## config.mk

```make
export PLATFORM = sky130hd
export DESIGN_NAME = nand_op_engine
export DESIGN_NICKNAME = d
export VERILOG_FILES = /design/src/rtl/nand_eng_pkg.sv /design/src/rtl/nand_eng_rstctl.sv /design/src/rtl/nand_eng_guard.sv /design/src/rtl/nand_eng_seq.sv /design/src/rtl/nand_eng_regs.sv /design/src/rtl/nand_op_engine.sv
export SDC_FILE = /design/constraint.sdc
export NUM_CORES = 1
export LEC_CHECK = 0
export ABC_AREA = 1
export BUFFER_PORTS_ARGS = -buffer_cell sky130_fd_sc_hd__clkbuf_2
export CAP_MARGIN = 10
export CORE_MARGIN = 1
export CORE_UTILIZATION = 33
export DETAILED_ROUTE_END_ITERATION = 10
export HOLD_SLACK_MARGIN = 0.1
export PLACE_DENSITY_LB_ADDON = 0.15
export SLEW_MARGIN = 40
export SYNTH_ARGS = -nofsm -noshare
export SYNTH_HDL_FRONTEND = slang
export SYNTH_SLANG_ARGS = --single-unit
```

## constraint.sdc

```tcl
create_clock -name clk -period 2.7 [get_ports clk]
set_clock_uncertainty 0.05 [all_clocks]
set_input_delay 0.54 -clock clk [delete_from_list [all_inputs] [get_ports clk]]
set_output_delay 0.54 -clock clk [all_outputs]
set_load 0.05 [all_outputs]
```

## src/rtl/nand_eng_pkg.sv

```systemverilog
package nand_eng_pkg;
  localparam int REG_W   = 16;
  localparam int OP_N    = 6;
  localparam int CFG_W   = 12;
  localparam int WP_W    = 3;

  typedef enum logic [2:0] {
    RA_TRIG = 3'd0,
    RA_CMD  = 3'd1,
    RA_ADDR = 3'd2,
    RA_BSEL = 3'd3,
    RA_CFG  = 3'd4,
    RA_WP   = 3'd5,
    RA_WLO  = 3'd6,
    RA_WHI  = 3'd7
  } reg_addr_e;

  localparam int OPB_CMD  = 0;
  localparam int OPB_ADR  = 1;
  localparam int OPB_PROG = 2;

  localparam int TRIG_DONE_B = 15;
  localparam int TRIG_FAIL_B = 14;

  localparam int CFG_MASK_B = 4;
  localparam int CFG_RST_B  = 6;
  localparam int CFG_CE_B   = 7;

  localparam int BSEL_BUF_W  = 3;
  localparam int BSEL_CS_LSB = 5;
  localparam int BSEL_CS_W   = 2;

  localparam int WPB_TIGHT = 0;
  localparam logic [WP_W-1:0] WP_OPEN = 3'b100;

  typedef enum logic [1:0] {
    ST_IDLE,
    ST_ISSUE,
    ST_WAIT_DONE,
    ST_WAIT_RB
  } seq_st_e;
endpackage

```

## src/rtl/nand_eng_rstctl.sv

```systemverilog
module nand_eng_rstctl #(
  parameter int RST_CYCLES = 8
) (
  input  logic clk,
  input  logic rst_n,
  input  logic start,
  output logic busy
);
  localparam int CW = $clog2(RST_CYCLES + 1);
  localparam logic [CW-1:0] LOAD = CW'(RST_CYCLES);

  logic [CW-1:0] cnt_q;

  always_ff @(posedge clk or negedge rst_n) begin
    if (!rst_n)              cnt_q <= '0;
    else if (start && !busy) cnt_q <= LOAD;
    else if (busy)           cnt_q <= cnt_q - 1'b1;
  end

  assign busy = (cnt_q != '0);

  AST_RST_ENDS: assert property (@(posedge clk) disable iff (!rst_n)
    (busy && cnt_q == CW'(1)) |=> !busy);
endmodule

```

## src/rtl/nand_eng_guard.sv

```systemverilog
module nand_eng_guard
  import nand_eng_pkg::*;
#(
  parameter logic [REG_W-1:0] ERASE_SETUP = 16'h0060,
  parameter logic [REG_W-1:0] ERASE_GO    = 16'h00D0
) (
  input  logic [OP_N-1:0]  req_op,
  input  logic [REG_W-1:0] cmd_val,
  input  logic [REG_W-1:0] blk,
  input  logic [WP_W-1:0]  wp_mode,
  input  logic [REG_W-1:0] win_lo,
  input  logic [REG_W-1:0] win_hi,
  output logic             refuse
);
  logic is_erase, is_prog, needs_guard, in_win, open_mode;

  always_comb begin
    is_erase    = req_op[OPB_CMD] && ((cmd_val == ERASE_SETUP) || (cmd_val == ERASE_GO));
    is_prog     = req_op[OPB_PROG];
    needs_guard = is_erase || is_prog;
    in_win      = (blk >= win_lo) && (blk <= win_hi);
    open_mode   = (wp_mode == WP_OPEN);
    refuse      = needs_guard && !(open_mode && in_win);
  end
endmodule

```

## src/rtl/nand_eng_seq.sv

```systemverilog
module nand_eng_seq
  import nand_eng_pkg::*;
(
  input  logic             clk,
  input  logic             rst_n,
  input  logic             abort,
  input  logic             start,
  input  logic [OP_N-1:0]  start_op,
  input  logic [REG_W-1:0] start_data,
  input  logic             op_ready,
  input  logic             nand_done,
  input  logic             nand_rb,
  output logic             op_valid,
  output logic [OP_N-1:0]  op_code,
  output logic [REG_W-1:0] op_data,
  output logic             idle,
  output logic             finish
);
  seq_st_e          st_q;
  logic [OP_N-1:0]  op_q;
  logic [REG_W-1:0] data_q;

  always_ff @(posedge clk or negedge rst_n) begin
    if (!rst_n) begin
      st_q   <= ST_IDLE;
      op_q   <= '0;
      data_q <= '0;
    end else if (abort) begin
      st_q   <= ST_IDLE;
      op_q   <= '0;
      data_q <= '0;
    end else begin
      case (st_q)
        ST_IDLE: if (start) begin
          st_q   <= ST_ISSUE;
          op_q   <= start_op;
          data_q <= start_data;
        end
        ST_ISSUE:     if (op_ready)  st_q <= ST_WAIT_DONE;
        ST_WAIT_DONE: if (nand_done) st_q <= ST_WAIT_RB;
        ST_WAIT_RB: if (nand_rb) begin
          st_q <= ST_IDLE;
          op_q <= '0;
        end
        default: st_q <= ST_IDLE;
      endcase
    end
  end

  assign op_valid = (st_q == ST_ISSUE);
  assign op_code  = op_valid ? op_q : '0;
  assign op_data  = op_valid ? data_q : '0;
  assign idle     = (st_q == ST_IDLE);
  assign finish   = (st_q == ST_WAIT_RB) && nand_rb && !abort;

  AST_VALID_HOLD: assert property (@(posedge clk) disable iff (!rst_n)
    (op_valid && !op_ready && !abort) |=> (op_valid && $stable(op_code) && $stable(op_data)));
  AST_CODE_ONEHOT: assert property (@(posedge clk) disable iff (!rst_n)
    op_valid |-> $onehot(op_code));
  AST_ABORT_DROPS: assert property (@(posedge clk) disable iff (!rst_n)
    abort |=> !op_valid);
endmodule

```

## src/rtl/nand_eng_regs.sv

```systemverilog
module nand_eng_regs
  import nand_eng_pkg::*;
(
  input  logic             clk,
  input  logic             rst_n,
  input  logic [2:0]       reg_addr,
  input  logic             reg_wr,
  input  logic [REG_W-1:0] reg_wdata,
  output logic [REG_W-1:0] reg_rdata,
  input  logic             idle,
  input  logic             finish,
  input  logic [OP_N-1:0]  cur_op,
  input  logic             rst_busy,
  input  logic             refuse,
  output logic             start,
  output logic [REG_W-1:0] start_data,
  output logic             sw_rst_req,
  output logic [REG_W-1:0] cmd_q,
  output logic [REG_W-1:0] addr_q,
  output logic [WP_W-1:0]  wp_q,
  output logic [REG_W-1:0] wlo_q,
  output logic [REG_W-1:0] whi_q,
  output logic [CFG_W-1:0] cfg_q,
  output logic [BSEL_CS_W-1:0] cs_q,
  output logic             done_q,
  output logic             fail_q
);
  logic [BSEL_BUF_W-1:0] buf_q;
  logic wr_trig, trig_one, busy_hit, refused, wp_wr_ok;
  logic [CFG_W-1:0] cfg_rd;

  always_comb begin
    wr_trig    = reg_wr && (reg_addr == RA_TRIG);
    trig_one   = $onehot(reg_wdata[OP_N-1:0]);
    start      = wr_trig && trig_one && idle && !rst_busy && !refuse;
    busy_hit   = wr_trig && trig_one && !idle && !rst_busy;
    refused    = wr_trig && trig_one && idle && !rst_busy && refuse;
    sw_rst_req = reg_wr && (reg_addr == RA_CFG) && reg_wdata[CFG_RST_B] && !rst_busy;
    wp_wr_ok   = reg_wr && (reg_addr == RA_WP) && !wp_q[WPB_TIGHT] && !rst_busy;
    start_data = reg_wdata[OPB_CMD] ? cmd_q :
                 reg_wdata[OPB_ADR] ? addr_q : '0;
  end

  always_ff @(posedge clk or negedge rst_n) begin
    if (!rst_n) begin
      cmd_q  <= '0;
      addr_q <= '0;
      buf_q  <= '0;
      cs_q   <= '0;
      cfg_q  <= '0;
      wlo_q  <= '0;
      whi_q  <= '0;
    end else if (reg_wr) begin
      case (reg_addr)
        RA_CMD:  cmd_q  <= reg_wdata;
        RA_ADDR: addr_q <= reg_wdata;
        RA_BSEL: begin
          buf_q <= reg_wdata[BSEL_BUF_W-1:0];
          cs_q  <= reg_wdata[BSEL_CS_LSB +: BSEL_CS_W];
        end
        RA_CFG: begin
          cfg_q <= reg_wdata[CFG_W-1:0];
          cfg_q[CFG_RST_B] <= 1'b0;
        end
        RA_WLO:  wlo_q <= reg_wdata;
        RA_WHI:  whi_q <= reg_wdata;
        default: ;
      endcase
    end
  end

  always_ff @(posedge clk or negedge rst_n) begin
    if (!rst_n) begin
      wp_q   <= '0;
      done_q <= 1'b0;
      fail_q <= 1'b0;
    end else if (rst_busy) begin
      wp_q   <= '0;
      done_q <= 1'b0;
      fail_q <= 1'b0;
    end else begin
      if (wp_wr_ok) wp_q <= reg_wdata[WP_W-1:0];
      if (finish)       done_q <= 1'b1;
      else if (wr_trig) done_q <= done_q & reg_wdata[TRIG_DONE_B];
      if (busy_hit || refused) fail_q <= 1'b1;
      else if (wr_trig)        fail_q <= fail_q & reg_wdata[TRIG_FAIL_B];
    end
  end

  always_comb begin
    cfg_rd = cfg_q;
    cfg_rd[CFG_RST_B] = rst_busy;
    reg_rdata = '0;
    case (reg_addr)
      RA_TRIG: begin
        reg_rdata[OP_N-1:0]   = cur_op;
        reg_rdata[TRIG_DONE_B] = done_q;
        reg_rdata[TRIG_FAIL_B] = fail_q;
      end
      RA_CMD:  reg_rdata = cmd_q;
      RA_ADDR: reg_rdata = addr_q;
      RA_BSEL: begin
        reg_rdata[BSEL_BUF_W-1:0] = buf_q;
        reg_rdata[BSEL_CS_LSB +: BSEL_CS_W] = cs_q;
      end
      RA_CFG:  reg_rdata[CFG_W-1:0] = cfg_rd;
      RA_WP:   reg_rdata[WP_W-1:0] = wp_q;
      RA_WLO:  reg_rdata = wlo_q;
      RA_WHI:  reg_rdata = whi_q;
      default: reg_rdata = '0;
    endcase
  end

  AST_BUSY_FAILS: assert property (@(posedge clk) disable iff (!rst_n)
    (busy_hit && !rst_busy) |=> fail_q);
  AST_TIGHT_FROZEN: assert property (@(posedge clk) disable iff (!rst_n)
    (wp_q[WPB_TIGHT] && !rst_busy && !sw_rst_req) |=> (wp_q == $past(wp_q)));
  AST_REFUSE_NO_START: assert property (@(posedge clk) disable iff (!rst_n)
    refused |=> (idle && fail_q));
endmodule

```

## src/rtl/nand_op_engine.sv

```systemverilog
module nand_op_engine
  import nand_eng_pkg::*;
#(
  parameter int NCS        = 4,
  parameter int RST_CYCLES = 8
) (
  input  logic              clk,
  input  logic              rst_n,
  input  logic [2:0]        reg_addr,
  input  logic              reg_wr,
  input  logic [REG_W-1:0]  reg_wdata,
  output logic [REG_W-1:0]  reg_rdata,
  output logic              nand_op_valid,
  input  logic              nand_op_ready,
  output logic [OP_N-1:0]   nand_op_code,
  output logic [REG_W-1:0]  nand_op_data,
  input  logic              nand_done,
  input  logic              nand_rb,
  output logic [NCS-1:0]    nand_ce_n,
  output logic              irq
);
  logic              idle, finish, start, sw_rst_req, rst_busy, refuse;
  logic              done_q, fail_q;
  logic [REG_W-1:0]  start_data, cmd_q, addr_q, wlo_q, whi_q;
  logic [WP_W-1:0]   wp_q;
  logic [CFG_W-1:0]  cfg_q;
  logic [BSEL_CS_W-1:0] cs_q;
  logic [OP_N-1:0]   cur_op, code_w;

  nand_eng_rstctl #(.RST_CYCLES(RST_CYCLES)) u_rst (
    .clk(clk), .rst_n(rst_n), .start(sw_rst_req), .busy(rst_busy)
  );

  nand_eng_guard u_guard (
    .req_op(reg_wdata[OP_N-1:0]), .cmd_val(cmd_q), .blk(addr_q),
    .wp_mode(wp_q), .win_lo(wlo_q), .win_hi(whi_q), .refuse(refuse)
  );

  nand_eng_regs u_regs (
    .clk(clk), .rst_n(rst_n), .reg_addr(reg_addr), .reg_wr(reg_wr),
    .reg_wdata(reg_wdata), .reg_rdata(reg_rdata), .idle(idle),
    .finish(finish), .cur_op(cur_op), .rst_busy(rst_busy), .refuse(refuse),
    .start(start), .start_data(start_data), .sw_rst_req(sw_rst_req),
    .cmd_q(cmd_q), .addr_q(addr_q), .wp_q(wp_q), .wlo_q(wlo_q),
    .whi_q(whi_q), .cfg_q(cfg_q), .cs_q(cs_q), .done_q(done_q), .fail_q(fail_q)
  );

  nand_eng_seq u_seq (
    .clk(clk), .rst_n(rst_n), .abort(rst_busy), .start(start),
    .start_op(reg_wdata[OP_N-1:0]), .start_data(start_data),
    .op_ready(nand_op_ready), .nand_done(nand_done), .nand_rb(nand_rb),
    .op_valid(nand_op_valid), .op_code(code_w), .op_data(nand_op_data),
    .idle(idle), .finish(finish)
  );

  assign nand_op_code = code_w;

  logic [OP_N-1:0] run_op_q;
  always_ff @(posedge clk or negedge rst_n) begin
    if (!rst_n)                    run_op_q <= '0;
    else if (rst_busy || finish)   run_op_q <= '0;
    else if (start)                run_op_q <= reg_wdata[OP_N-1:0];
  end
  assign cur_op = run_op_q;

  for (genvar i = 0; i < NCS; i++) begin : g_ce
    assign nand_ce_n[i] = !(cfg_q[CFG_CE_B] && (cs_q == BSEL_CS_W'(i)));
  end

  assign irq = done_q && !cfg_q[CFG_MASK_B];

  AST_DONE_AFTER_RB: assert property (@(posedge clk) disable iff (!rst_n)
    $rose(done_q) |-> $past(nand_rb));
  AST_CE_ONEHOT0: assert property (@(posedge clk) disable iff (!rst_n)
    $onehot0(~nand_ce_n));
  AST_IRQ_MASKED: assert property (@(posedge clk) disable iff (!rst_n)
    cfg_q[CFG_MASK_B] |-> !irq);
  AST_FAIL_NO_DONE: assert property (@(posedge clk) disable iff (!rst_n)
    (idle && !start && !$past(finish)) |=> !$rose(done_q));
endmodule

```

==> flow_metrics.env <==
export IMPL_outcome="complete, no violations"
export IMPL_async_flop_share_pct=100
export IMPL_fin_crit_sh_pct=97.2
export IMPL_fin_area_mm2=0.00837
export IMPL_yosysWarnings=0
export IMPL_portBuffers=68
export IMPL_synthDistinctLibCells=41
export IMPL_yosysSeqAreaShare_pct=44.5
export IMPL_final_cell_mix="223 x nand2_1, 133 x inv_1, 119 x dfrtp_1, 97 x o21ai_0, 55 x clkbuf_2"
export IMPL_drtPass1Iterations=5
export IMPL_cts_tree="yes"
export IMPL_start_util_pct=34.0
export IMPL_power_density_mw_per_mm2=815
export IMPL_die_area_mm2=0.0208
export IMPL_timing_fmax_ghz=0.381
export IMPL_ios=69
export IMPL_worstSetupEndpointType="output port"
export IMPL_crit_fanout=7
export IMPL_dp_cells=1183
export IMPL_p_leak_nw=4.42
export IMPL_synth_seq_cells=119
export IMPL_highest_layer="met4"
export IMPL_cp_top_family="buffers and inverters"
export IMPL_finalSetupViolCount=0
export IMPL_area_delta_synth_final_pct=25.1
export IMPL_core_area_mm2=0.0197
export IMPL_synth_nets=915
export IMPL_synth_avg_cell_area_um2=7.89
export IMPL_num_vias=5903
export IMPL_dr_wl_met2_mm=8.97
export IMPL_synth_area_mm2=0.00669
export IMPL_max_slew_margin_rel_pct=60.1
export IMPL_cts_htree_levels=4
export IMPL_critical_path_required_ns=2.11
export IMPL_ant_nets=0
export IMPL_layout_commonest_cell="nand2_1"
export IMPL_routed_wl_mm=20.6
export IMPL_nets=1006
export IMPL_clk_latency_ns=0.42
export IMPL_grt_pass1_vias=5584
export IMPL_synth_ff_type="dfrtp_1"
export IMPL_worstPathArrival_ns=2.04
export IMPL_grtUsageTotal_pct=21.0
export IMPL_critPathKind="in -> out"
export IMPL_critical_path_slowest_cell="o211ai_1"
export IMPL_antenna_cells=0
export IMPL_drive_above_1_share_pct=15.6
export IMPL_rsz0062_at_grt="false"
export IMPL_ir_drop_mv=0.479
export IMPL_hold_viol=0
export IMPL_setup_tns_final_ns=0
export IMPL_grt_max_degree=50
export IMPL_crit_chain="clkbuf_2 -> inv_1 -> nand2_1 -> nor2_1 -> clkinv_1 -> buf_4 -> o211ai_1 -> buf_12"
export IMPL_worst_pin_slew_ns=0.592
export IMPL_globalplace_congestion=0.856
export IMPL_die_x_um=144
export IMPL_hold_class="in -> reg"
export IMPL_clkTransAtPathRegs_ns=0.06
export IMPL_cap_violations=0
export IMPL_antenna_found_initial=0
export IMPL_die_y_um=144
export IMPL_worstSetupStartpointType="input pin"
export IMPL_syn_inst=847
export IMPL_wl_met3_um=658
export IMPL_viasPerCell=4.85
export IMPL_drv_slew=0
export IMPL_wire_per_inst_um=16.9
export IMPL_synth_edff_count=0
export IMPL_ctsLongestPathBuffers=2
export IMPL_wl_met1_mm=10.6
export IMPL_dpl_hpwl_mm=15.3
export IMPL_drt_iter0_markers=347
export IMPL_grt_overflow=0
export IMPL_cpPeakStageDelay_ns=0.42
export IMPL_place_area_mm2=0.00770
export IMPL_core_rowCount=51
export IMPL_min_period_ns=2.63
export IMPL_cts_root_buf="clkbuf_16"
export IMPL_clock_sinks=119
export IMPL_grt_pass1_wl_mm=32.1
export IMPL_drc_errors=0
export IMPL_cts_buffers=17
export IMPL_final_instance_count_excl_fill=1216
export IMPL_crit_buf_inv=5
[timing repair]
item / CTS / global route
setup buffers: 0 / 0
resized for setup: 0 / 1
hold buffers: 1 / 0
endpoints found under the hold margin: 36 / 0
endpoints found under the setup margin: 0 / 1
[cell type report]
type / count / area (um^2)
clock inverters: 7 / 138
repair buffers: 102 / 806
multi-input cells: 559 / 3070
fillers: 2082 / 11300
flip-flops and latches: 119 / 2980
clock buffers: 25 / 515
inverters: 139 / 527
well taps: 265 / 332
[sequential cells by signal (all words and copies together) (netlist names)]
| name | cells |
|---|---|
| u_regs.cfg_q | 11 |
| u_regs.wp_q | 3 |
| u_regs.wlo_q | 16 |
| cur_op | 6 |
| u_regs.fail_q | 1 |
| u_regs.done_q | 1 |
| u_regs.cmd_q | 16 |
| u_seq.st_q | 2 |
| u_regs.cs_q | 2 |
| u_regs.whi_q | 16 |
| u_regs.addr_q | 16 |
| u_seq.data_q | 16 |
| u_seq.op_q | 6 |
| u_regs.buf_q | 3 |
| u_rst.cnt_q | 4 |
[worst paths after layout]
path | from | end | slack [ns] | cells past startpoint
max | reg_addr[0] | reg_rdata[4] | 0.07 | 8
max reg2reg | u_regs.addr_q[15] | cur_op[5] | 0.28 | 13
min | reg_wdata[5] | cur_op[5] | 0.38 | 4
min reg2reg | u_seq.op_q[3] | u_seq.op_q[3] | 0.42 | 2
max in group asynchronous | rst_n | u_seq.data_q[12] | 1.31 | 3
min in group asynchronous | rst_n | u_regs.whi_q[15] | 0.62 | 2
[synth_stat cells, drive strengths merged (6+ instances only)]
cell | n | area share (%)
a21oi | 27 | 2.0
a221oi | 9 | 1.2
buf | 7 | 0.54
clkbuf | 23 | 1.3
dfrtp | 119 | 45
ha | 41 | 7.7
inv | 136 | 7.7
nand2 | 228 | 13
nand3 | 50 | 3.9
nand4 | 16 | 1.5
nor2 | 32 | 2.2
o21ai | 98 | 7.3
o221ai | 6 | 0.79
o22ai | 24 | 2.2
[cells by family after synthesis]
| kind of cell | Yosys count | synth area share [%] |
|---|---|---|
| AND/OR/NAND/NOR | 334 | 21.9 |
| AO/OA/AOI/OAI | 180 | 15.3 |
| buffers and inverters | 169 | 9.71 |
| flip-flops | 119 | 44.5 |
| adder cells (fa/ha/maj) | 43 | 8.27 |
| XOR/XNOR | 2 | 0.262 |
[power by group]
part	total, mW	leakage, nW	internal, mW	switching [mW]
clock network	2.51	0.319	1.69	0.815
logic	1.93	2.56	0.689	1.24
registers	2.38	1.54	2.10	0.278
[per-layer routing]
metal | vias to the layer above | global-route usage, %
met2 | 112 | 31.7
met1 | 2806 | 30.2
li1 | 2970 | -
met4 | 0 | 6.48
met5 | - | 0
met3 | 15 | 4.11
[stage by stage]
| step | total power, mW | util [%] | hold WS (ns) | worst slack, ns |
|---|---|---|---|---|
| global route | 7.23 | 42.6 | 0.379 | 0.0193 |
| detailed placement | 4.33 | 39.2 | 0.410 | -0.283 |
| floorplan | 3.66 | - | 0.194 | -0.00421 |
| global placement | 4.31 | 39.2 | 0.415 | -0.255 |
| finish | 6.82 | 42.6 | 0.380 | 0.0748 |
| CTS | 6.88 | 42.5 | 0.364 | 0.0107 |
[worst min-delay path: stages]
cell,delay (ns)
clkbuf_2,0.09
buf_4,0.10
nand2_1,0.04
nand2_1,0.04
(Power assumes the default switching activity.)
